`config.mk`:
```
export PLATFORM = sky130hd
export DESIGN_NAME = paged_reg_decoder
export DESIGN_NICKNAME = d
export VERILOG_FILES = /design/src/rtl/prd_pkg.sv /design/src/rtl/prd_ctrl.sv /design/src/rtl/prd_dpath.sv /design/src/rtl/paged_reg_decoder.sv
export SDC_FILE = /design/constraint.sdc
export NUM_CORES = 1
export LEC_CHECK = 0
export BUFFER_PORTS_ARGS = -buffer_cell sky130_fd_sc_hd__buf_2
export CAP_MARGIN = 20
export CORE_AREA = 2 2 81 102
export DETAILED_ROUTE_END_ITERATION = 12
export DIE_AREA = 0 0 83 104
export PLACE_DENSITY = 0.59
export SLEW_MARGIN = 30
export SYNTH_ARGS = -nofsm -noshare
export SYNTH_HDL_FRONTEND = slang
export SYNTH_SLANG_ARGS = --single-unit
export TNS_END_PERCENT = 30
```
`constraint.sdc`:
```
create_clock -name clk -period 3.7 [get_ports clk]
set_input_delay 0.555 -clock clk [delete_from_list [all_inputs] [get_ports clk]]
set_output_delay 0.555 -clock clk [all_outputs]
set_load 0.02 [all_outputs]
```
`src/rtl/prd_pkg.sv`:
```
package prd_pkg;

  typedef enum logic [2:0] {
    SEL_NONE  = 3'd0,
    SEL_CMD   = 3'd1,
    SEL_ENH   = 3'd2,
    SEL_BOUND = 3'd3,
    SEL_LINK  = 3'd4,
    SEL_CFG   = 3'd5,
    SEL_CNT   = 3'd6
  } regSel_e;

  typedef struct packed {
    logic    wrCmd;
    logic    wrEnh;
    logic    wrBound;
    logic    wrLink;
    logic    wrCfg;
    logic    rdCnt;
    logic    rdEn;
    regSel_e rdSel;
  } ctlStb_t;

  localparam int NUM_WR = 5;

  // slot offsets inside the paged half of the window
  localparam logic [3:0] OFF_CMD       = 4'h0;
  localparam logic [3:0] OFF_CNT       = 4'hD;
  localparam logic [3:0] OFF_BOUND_D   = 4'h3;
  localparam logic [3:0] OFF_CFG_D     = 4'hC;
  localparam logic [3:0] OFF_ENH_D     = 4'h7;
  localparam logic [3:0] OFF_LINK_A    = 4'h5;
  localparam logic [3:0] OFF_ENH_A     = 4'hB;
  localparam logic [3:0] OFF_CFG_A     = 4'h2;

endpackage

```
`src/rtl/prd_ctrl.sv`:
```
module prd_ctrl
  import prd_pkg::*;
#(
  parameter int ADDR_W = 5,
  parameter int PAGE_W = 2
) (
  input  logic              clk,
  input  logic              rstN,
  input  logic [ADDR_W-1:0] hostAddr,
  input  logic              hostRd,
  input  logic              hostWr,
  input  logic [PAGE_W-1:0] pageSel,
  input  logic              mapSel,
  output ctlStb_t           stb,
  output logic [NUM_WR-1:0] wrVec
);

  localparam int OFF_W = ADDR_W - 1;

  logic             inWin;
  logic [OFF_W-1:0] slotOff;
  regSel_e          hitSel;

  assign inWin   = hostAddr[ADDR_W-1];
  assign slotOff = hostAddr[OFF_W-1:0];

  function automatic regSel_e decodeSel(input logic win, input logic [OFF_W-1:0] off,
                                        input logic [PAGE_W-1:0] pg, input logic alt);
    regSel_e res;
    res = SEL_NONE;
    if (win) begin
      if (off == OFF_CMD) begin
        res = SEL_CMD;
      end else if (!alt) begin
        case (pg)
          2'd0: begin
            if (off == OFF_BOUND_D) res = SEL_BOUND;
            else if (off == OFF_CNT) res = SEL_CNT;
          end
          2'd1: if (off == OFF_CFG_D) res = SEL_CFG;
          2'd2: if (off == OFF_ENH_D) res = SEL_ENH;
          default: res = SEL_NONE;
        endcase
      end else begin
        case (pg)
          2'd0: if (off == OFF_CNT) res = SEL_CNT;
          2'd1: if (off == OFF_LINK_A) res = SEL_LINK;
          2'd2: if (off == OFF_ENH_A) res = SEL_ENH;
          2'd3: if (off == OFF_CFG_A) res = SEL_CFG;
          default: res = SEL_NONE;
        endcase
      end
    end
    return res;
  endfunction

  assign hitSel = decodeSel(inWin, slotOff, pageSel, mapSel);

  always_comb begin
    stb         = '0;
    stb.wrCmd   = hostWr && (hitSel == SEL_CMD);
    stb.wrEnh   = hostWr && (hitSel == SEL_ENH);
    stb.wrBound = hostWr && (hitSel == SEL_BOUND);
    stb.wrLink  = hostWr && (hitSel == SEL_LINK);
    stb.wrCfg   = hostWr && (hitSel == SEL_CFG);
    stb.rdEn    = hostRd;
    stb.rdSel   = hostRd ? hitSel : SEL_NONE;
    stb.rdCnt   = hostRd && (hitSel == SEL_CNT);
  end

  assign wrVec = {stb.wrCfg, stb.wrLink, stb.wrBound, stb.wrEnh, stb.wrCmd};

  // at most one register strobed per write
  a_r10_wr_onehot: assert property (@(posedge clk) disable iff (!rstN)
    $onehot0(wrVec));

  // no strobe without a host write
  a_r7_no_stray_strobe: assert property (@(posedge clk) disable iff (!rstN)
    !hostWr |-> (wrVec == '0));

endmodule

```
`src/rtl/prd_dpath.sv`:
```
module prd_dpath
  import prd_pkg::*;
#(
  parameter int             DATA_W   = 8,
  parameter int             PAGE_W   = 2,
  parameter int             CFG_W    = 6,
  parameter int             MAP_BIT  = 3,
  parameter int             ENH_VOID = 3,
  parameter logic [DATA_W-1:0] CMD_RST  = 8'h21,
  parameter logic [DATA_W-1:0] ENH_RST  = 8'h00,
  parameter logic [DATA_W-1:0] LINK_RST = 8'h00,
  parameter logic [CFG_W-1:0]  CFG_RST  = 6'h0A
) (
  input  logic              clk,
  input  logic              rstN,
  input  ctlStb_t           stb,
  input  logic [DATA_W-1:0] hostWdata,
  input  logic [DATA_W-1:0] cntIn,
  output logic [DATA_W-1:0] hostRdata,
  output logic [PAGE_W-1:0] pageSel,
  output logic              mapSel,
  output logic [DATA_W-1:0] cmdReg,
  output logic [DATA_W-1:0] enhReg,
  output logic [DATA_W-1:0] boundReg,
  output logic [DATA_W-1:0] linkReg,
  output logic [CFG_W-1:0]  cfgReg
);

  localparam int CFG_PAD = DATA_W - CFG_W;

  logic [DATA_W-1:0] enhNext;
  logic [DATA_W-1:0] rdMux;

  genvar gi;
  generate
    for (gi = 0; gi < DATA_W; gi++) begin : g_enh_mask
      if (gi < ENH_VOID) begin : g_void
        assign enhNext[gi] = 1'b0;
      end else begin : g_live
        assign enhNext[gi] = hostWdata[gi];
      end
    end
  endgenerate

  always_ff @(posedge clk) begin
    if (!rstN) begin
      cmdReg  <= CMD_RST;
      enhReg  <= ENH_RST;
      linkReg <= LINK_RST;
      cfgReg  <= CFG_RST;
    end else begin
      if (stb.wrCmd)  cmdReg  <= hostWdata;
      if (stb.wrEnh)  enhReg  <= enhNext;
      if (stb.wrLink) linkReg <= hostWdata;
      if (stb.wrCfg)  cfgReg  <= hostWdata[CFG_W-1:0];
    end
  end

  // boundary register has no defined reset value
  always_ff @(posedge clk) begin
    if (stb.wrBound) boundReg <= hostWdata;
  end

  assign pageSel = cmdReg[DATA_W-1 -: PAGE_W];
  assign mapSel  = enhReg[MAP_BIT];

  always_comb begin
    case (stb.rdSel)
      SEL_CMD:   rdMux = cmdReg;
      SEL_ENH:   rdMux = enhReg;
      SEL_BOUND: rdMux = boundReg;
      SEL_LINK:  rdMux = linkReg;
      SEL_CFG:   rdMux = {{CFG_PAD{1'b0}}, cfgReg};
      SEL_CNT:   rdMux = cntIn;
      default:   rdMux = '0;
    endcase
  end

  always_ff @(posedge clk) begin
    if (!rstN) hostRdata <= '0;
    else if (stb.rdEn) hostRdata <= rdMux;
  end

  // read data holds between reads
  a_r8_rdata_hold: assert property (@(posedge clk) disable iff (!rstN)
    !stb.rdEn |=> $stable(hostRdata));

  // command write loads the full byte
  a_r2_cmd_load: assert property (@(posedge clk) disable iff (!rstN)
    stb.wrCmd |=> (cmdReg == $past(hostWdata)));

  // registers stay put without a strobe
  a_r7_regs_quiet: assert property (@(posedge clk) disable iff (!rstN)
    !(stb.wrCmd || stb.wrEnh || stb.wrLink || stb.wrCfg) |=>
      ($stable(cmdReg) && $stable(enhReg) && $stable(linkReg) && $stable(cfgReg)));

  // count read returns the sampled input
  a_r9_cnt_data: assert property (@(posedge clk) disable iff (!rstN)
    stb.rdCnt |=> (hostRdata == $past(cntIn)));

endmodule

```
`src/rtl/paged_reg_decoder.sv`:
```
module paged_reg_decoder
  import prd_pkg::*;
#(
  parameter int ADDR_W = 5,
  parameter int DATA_W = 8,
  parameter int PAGE_W = 2,
  parameter int CFG_W  = 6
) (
  input  logic              clk,
  input  logic              rstN,
  input  logic [ADDR_W-1:0] hostAddr,
  input  logic              hostRd,
  input  logic              hostWr,
  input  logic [DATA_W-1:0] hostWdata,
  output logic [DATA_W-1:0] hostRdata,
  input  logic [DATA_W-1:0] cntIn,
  output logic              cntClr,
  output logic [NUM_WR-1:0] wrStb,
  output logic [DATA_W-1:0] regCmd,
  output logic [DATA_W-1:0] regEnh,
  output logic [DATA_W-1:0] regBound,
  output logic [DATA_W-1:0] regLink,
  output logic [CFG_W-1:0]  regCfg
);

  ctlStb_t           stb;
  logic [PAGE_W-1:0] pageSel;
  logic              mapSel;

  prd_ctrl #(.ADDR_W(ADDR_W), .PAGE_W(PAGE_W)) u_ctrl (
    .clk      (clk),
    .rstN     (rstN),
    .hostAddr (hostAddr),
    .hostRd   (hostRd),
    .hostWr   (hostWr),
    .pageSel  (pageSel),
    .mapSel   (mapSel),
    .stb      (stb),
    .wrVec    (wrStb)
  );

  prd_dpath #(.DATA_W(DATA_W), .PAGE_W(PAGE_W), .CFG_W(CFG_W)) u_dpath (
    .clk       (clk),
    .rstN      (rstN),
    .stb       (stb),
    .hostWdata (hostWdata),
    .cntIn     (cntIn),
    .hostRdata (hostRdata),
    .pageSel   (pageSel),
    .mapSel    (mapSel),
    .cmdReg    (regCmd),
    .enhReg    (regEnh),
    .boundReg  (regBound),
    .linkReg   (regLink),
    .cfgReg    (regCfg)
  );

  assign cntClr = stb.rdCnt;

endmodule

```
==> run metrics <==
status=complete, no violations; Synth area leader=dfxtp_1; setup_tns=0 ps; Worst Hold Launch=hostWdata[6]; Yosys cell types=50; ant diodes=0; kind of critical path=flop to primary output; Ys Warns=0; total power=~850 uW; CTS max path bufs=2; share of the synthesized area in the top cell type=31.3%; sequential share of power=~57%; clock share of power=between 30% and 40%; All-Layer GR Usage=roughly 15%; Fin Clk Skew=4.91 ps; hpwl dp=between 5000 and 6000 um; Net Sw Frac=between 20% and 30%; Die X=approximately 83 um; vias in the first global route=around 1900; synth cell count leaders=dfxtp_1 (35), mux2i_1 (32), nor2b_1 (26); vias per std cell=just over 5; Clock Tree Root=clkbuf_8; Hold Crit Class=input port to flop; TritonCTS clock tree=built; post-layout instance area=0.00275 mm2; Cell Area, Placed=approximately 0.0027 mm2; PD cells=309 mW/mm2; Max Fclk=about 320 MHz; clock-pin slew on the worst setup and hold paths=around 70 ps; post-CTS setup buffer count=0; placed cells=approximately 380; global-route wire length before repair=between 10000 and 15000 um; Syn-to-layout area delta=23.1%; sequential fraction of the synthesis area=between 40% and 50%; register area=941 um2; cell-internal power=about 640 uW; # clock sinks=43; Die H=between 100 and 150 um; initial antenna violation count=0; RSZ-0062 raised after global routing=false; share of cells above drive strength 1=between 30 and 40%; cell count of the worst hold path=1; DRT antenna net count=0; Critical R2R Capture=u_dpath.hostRdata[2]; most frequent cell after synthesis=dfxtp_1; EDFF count, synth=8; DR WL/cell=between 15 and 20 um; die area=around 0.0086 mm2; area of the multi-input gates=between 0.001 and 0.0015 mm2; synthesis-stage register bit count=43; r2r setup slk=~1100 ps; setup violators final=0; switching pwr=~210 uW; pin count of the biggest net entering global routing=38; WHS Endpoint=u_dpath.boundReg[6]; 1st-iter DRT viols=120; Cells after Synth=around 230; Worst Path Required=around 3100 ps; drt pass-1 iters=4; CORE AREA=0.00770 mm2; Post-synth top flop=dfxtp_1; H-tree depth=2; final hold vios=0; average size of a mapped cell=about 9.9 um2; Final Instance Count excl. Fillers=390; Total Wirelength=6770 um; Worst Tran Pin Value=730 ps; Hold-fix buffers, CTS=0; DRC viols=0; Static Leak=~0.0012 uW; RR Startpoint=u_dpath.cmdReg[7]; R2R cell count=6; Area contributors post-synth=dfxtp_1 (31%), mux2i_1 (14%), edfxtp_1 (11%); Worst setup SP type=flop; critical path endpoint category=primary output; CP max FO=15; PostCTS Resize Cnt=0; Max Slew Vio Count=0; fin crit period=about 3100 ps; Final nets=~320; crit share post-route=a little over four fifths; worst skew pair latency=around 290 ps; DR vias=around 2000; port bufs=73; gp weighted congestion=roughly 0.85; post-synthesis cell area=between 0.002 and 0.0025 mm2; share of synthesized registers carrying an async set or reset=0%; global route overflow=0; VDD IR-drop max=0.198 mV; # rows=36; Fill cells=roughly 800; Starting Density=between 20% and 30%; CP arrival=about 2600 ps; CTS buffer count=5; Rel. slew slack=approximately half; Fin Hold WS=488 ps; MaxCap Viol Count=0; # IOs=between 70 and 80; Comb pwr share=10.8%
worst max path at each step:
| stage | startpoint | end | slack, ps |
|---|---|---|---|
| 3_3_place_gp | hostAddr[3] | wrStb[2] | 670 |
| 5_1_grt | u_dpath.cmdReg[7] | wrStb[2] | 420 |
| 3_5_place_dp | hostAddr[3] | wrStb[2] | 700 |
| 2_1_floorplan | hostAddr[1] | wrStb[2] | 430 |
| 4_1_cts | u_dpath.cmdReg[7] | cntClr | 560 |
| 6_report | u_dpath.cmdReg[7] | cntClr | 580 |
final cells by class:
class                   instances  area share, %
flip-flops and latches         43           34.2
multi-input cells             160           42.9
inverters                       6          0.818
repair buffers                 80           15.2
well taps                      95           4.32
clock buffers                   6           2.64
flip-flops by register name (all words and copies together), names as in the netlist:
name and flops:
u_dpath.cmdReg 8, u_dpath.cfgReg 6, u_dpath.enhReg 5, u_dpath.boundReg 8
u_dpath.linkReg 8, u_dpath.hostRdata 8
per-stage QoR:
stage	worst slack [ps]	utilization (%)
detailed placement	701	34.8
global placement	672	34.8
global route	415	35.8
CTS	557	35.8
floorplan	433	-
finish	577	35.8
power groups by stage:
stage / clock [uW] / combinational [uW] / sequential [uW]
2_1_floorplan: 0 / 51.5 / 501
3_3_place_gp: 0 / 90.9 / 496
3_5_place_dp: 0 / 91.7 / 496
4_1_cts: 280 / 92.0 / 485
5_1_grt: 299 / 99.9 / 486
6_report: 274 / 91.8 / 485
worst max-delay path, cell delays in order (launching register included):
cell and delay, ps:
dfxtp_1 580, and4bb_1 260, a22o_1 270, o21ai_2 590, nand2_1 150, nor3_1 220, buf_2 210
cell families after synthesis:
family,count (synthesis),share of synthesized area (%)
AND/OR/NAND/NOR,77,21.0
AO/OA/AOI/OAI,46,15.8
flip-flops,43,42.1
multiplexers,33,14.8
buffers and inverters,26,5.76
XOR/XNOR,1,0.392
other,1,0.168
routing by layer:
layer	routed length [um]	vias to the layer above	share of wire, %	GRT usage (%)
li1	-	969	-	-
met1	2990	975	44	20.2
met2	3390	56	50	25.9
met3	306	6	4.5	2.78
met4	80	0	1.2	4.45
met5	0	-	0	0
placed cells by master (no fill, tap or decap), types with 2 or more instances in the layout:
master     instances
o211ai_1           2
buf_4              7
a31oi_1            6
clkbuf_8           5
nor3_1             3
and3_1             5
o2bb2ai_1          2
nor2b_1           26
nand3_1            6
a22o_1             5
mux2i_1           32
nor4_1             2
a221o_1            2
o21a_1             3
inv_1              6
a21oi_1            3
edfxtp_1           8
nand4_1            4
and4bb_2           2
nor2_1             5
conb_1             3
buf_2             73
a32o_1             2
nor3b_1            2
dfxtp_1           35
o21ai_0            7
nand2_1           14
a31o_2             2
(Power assumes the default switching activity.)
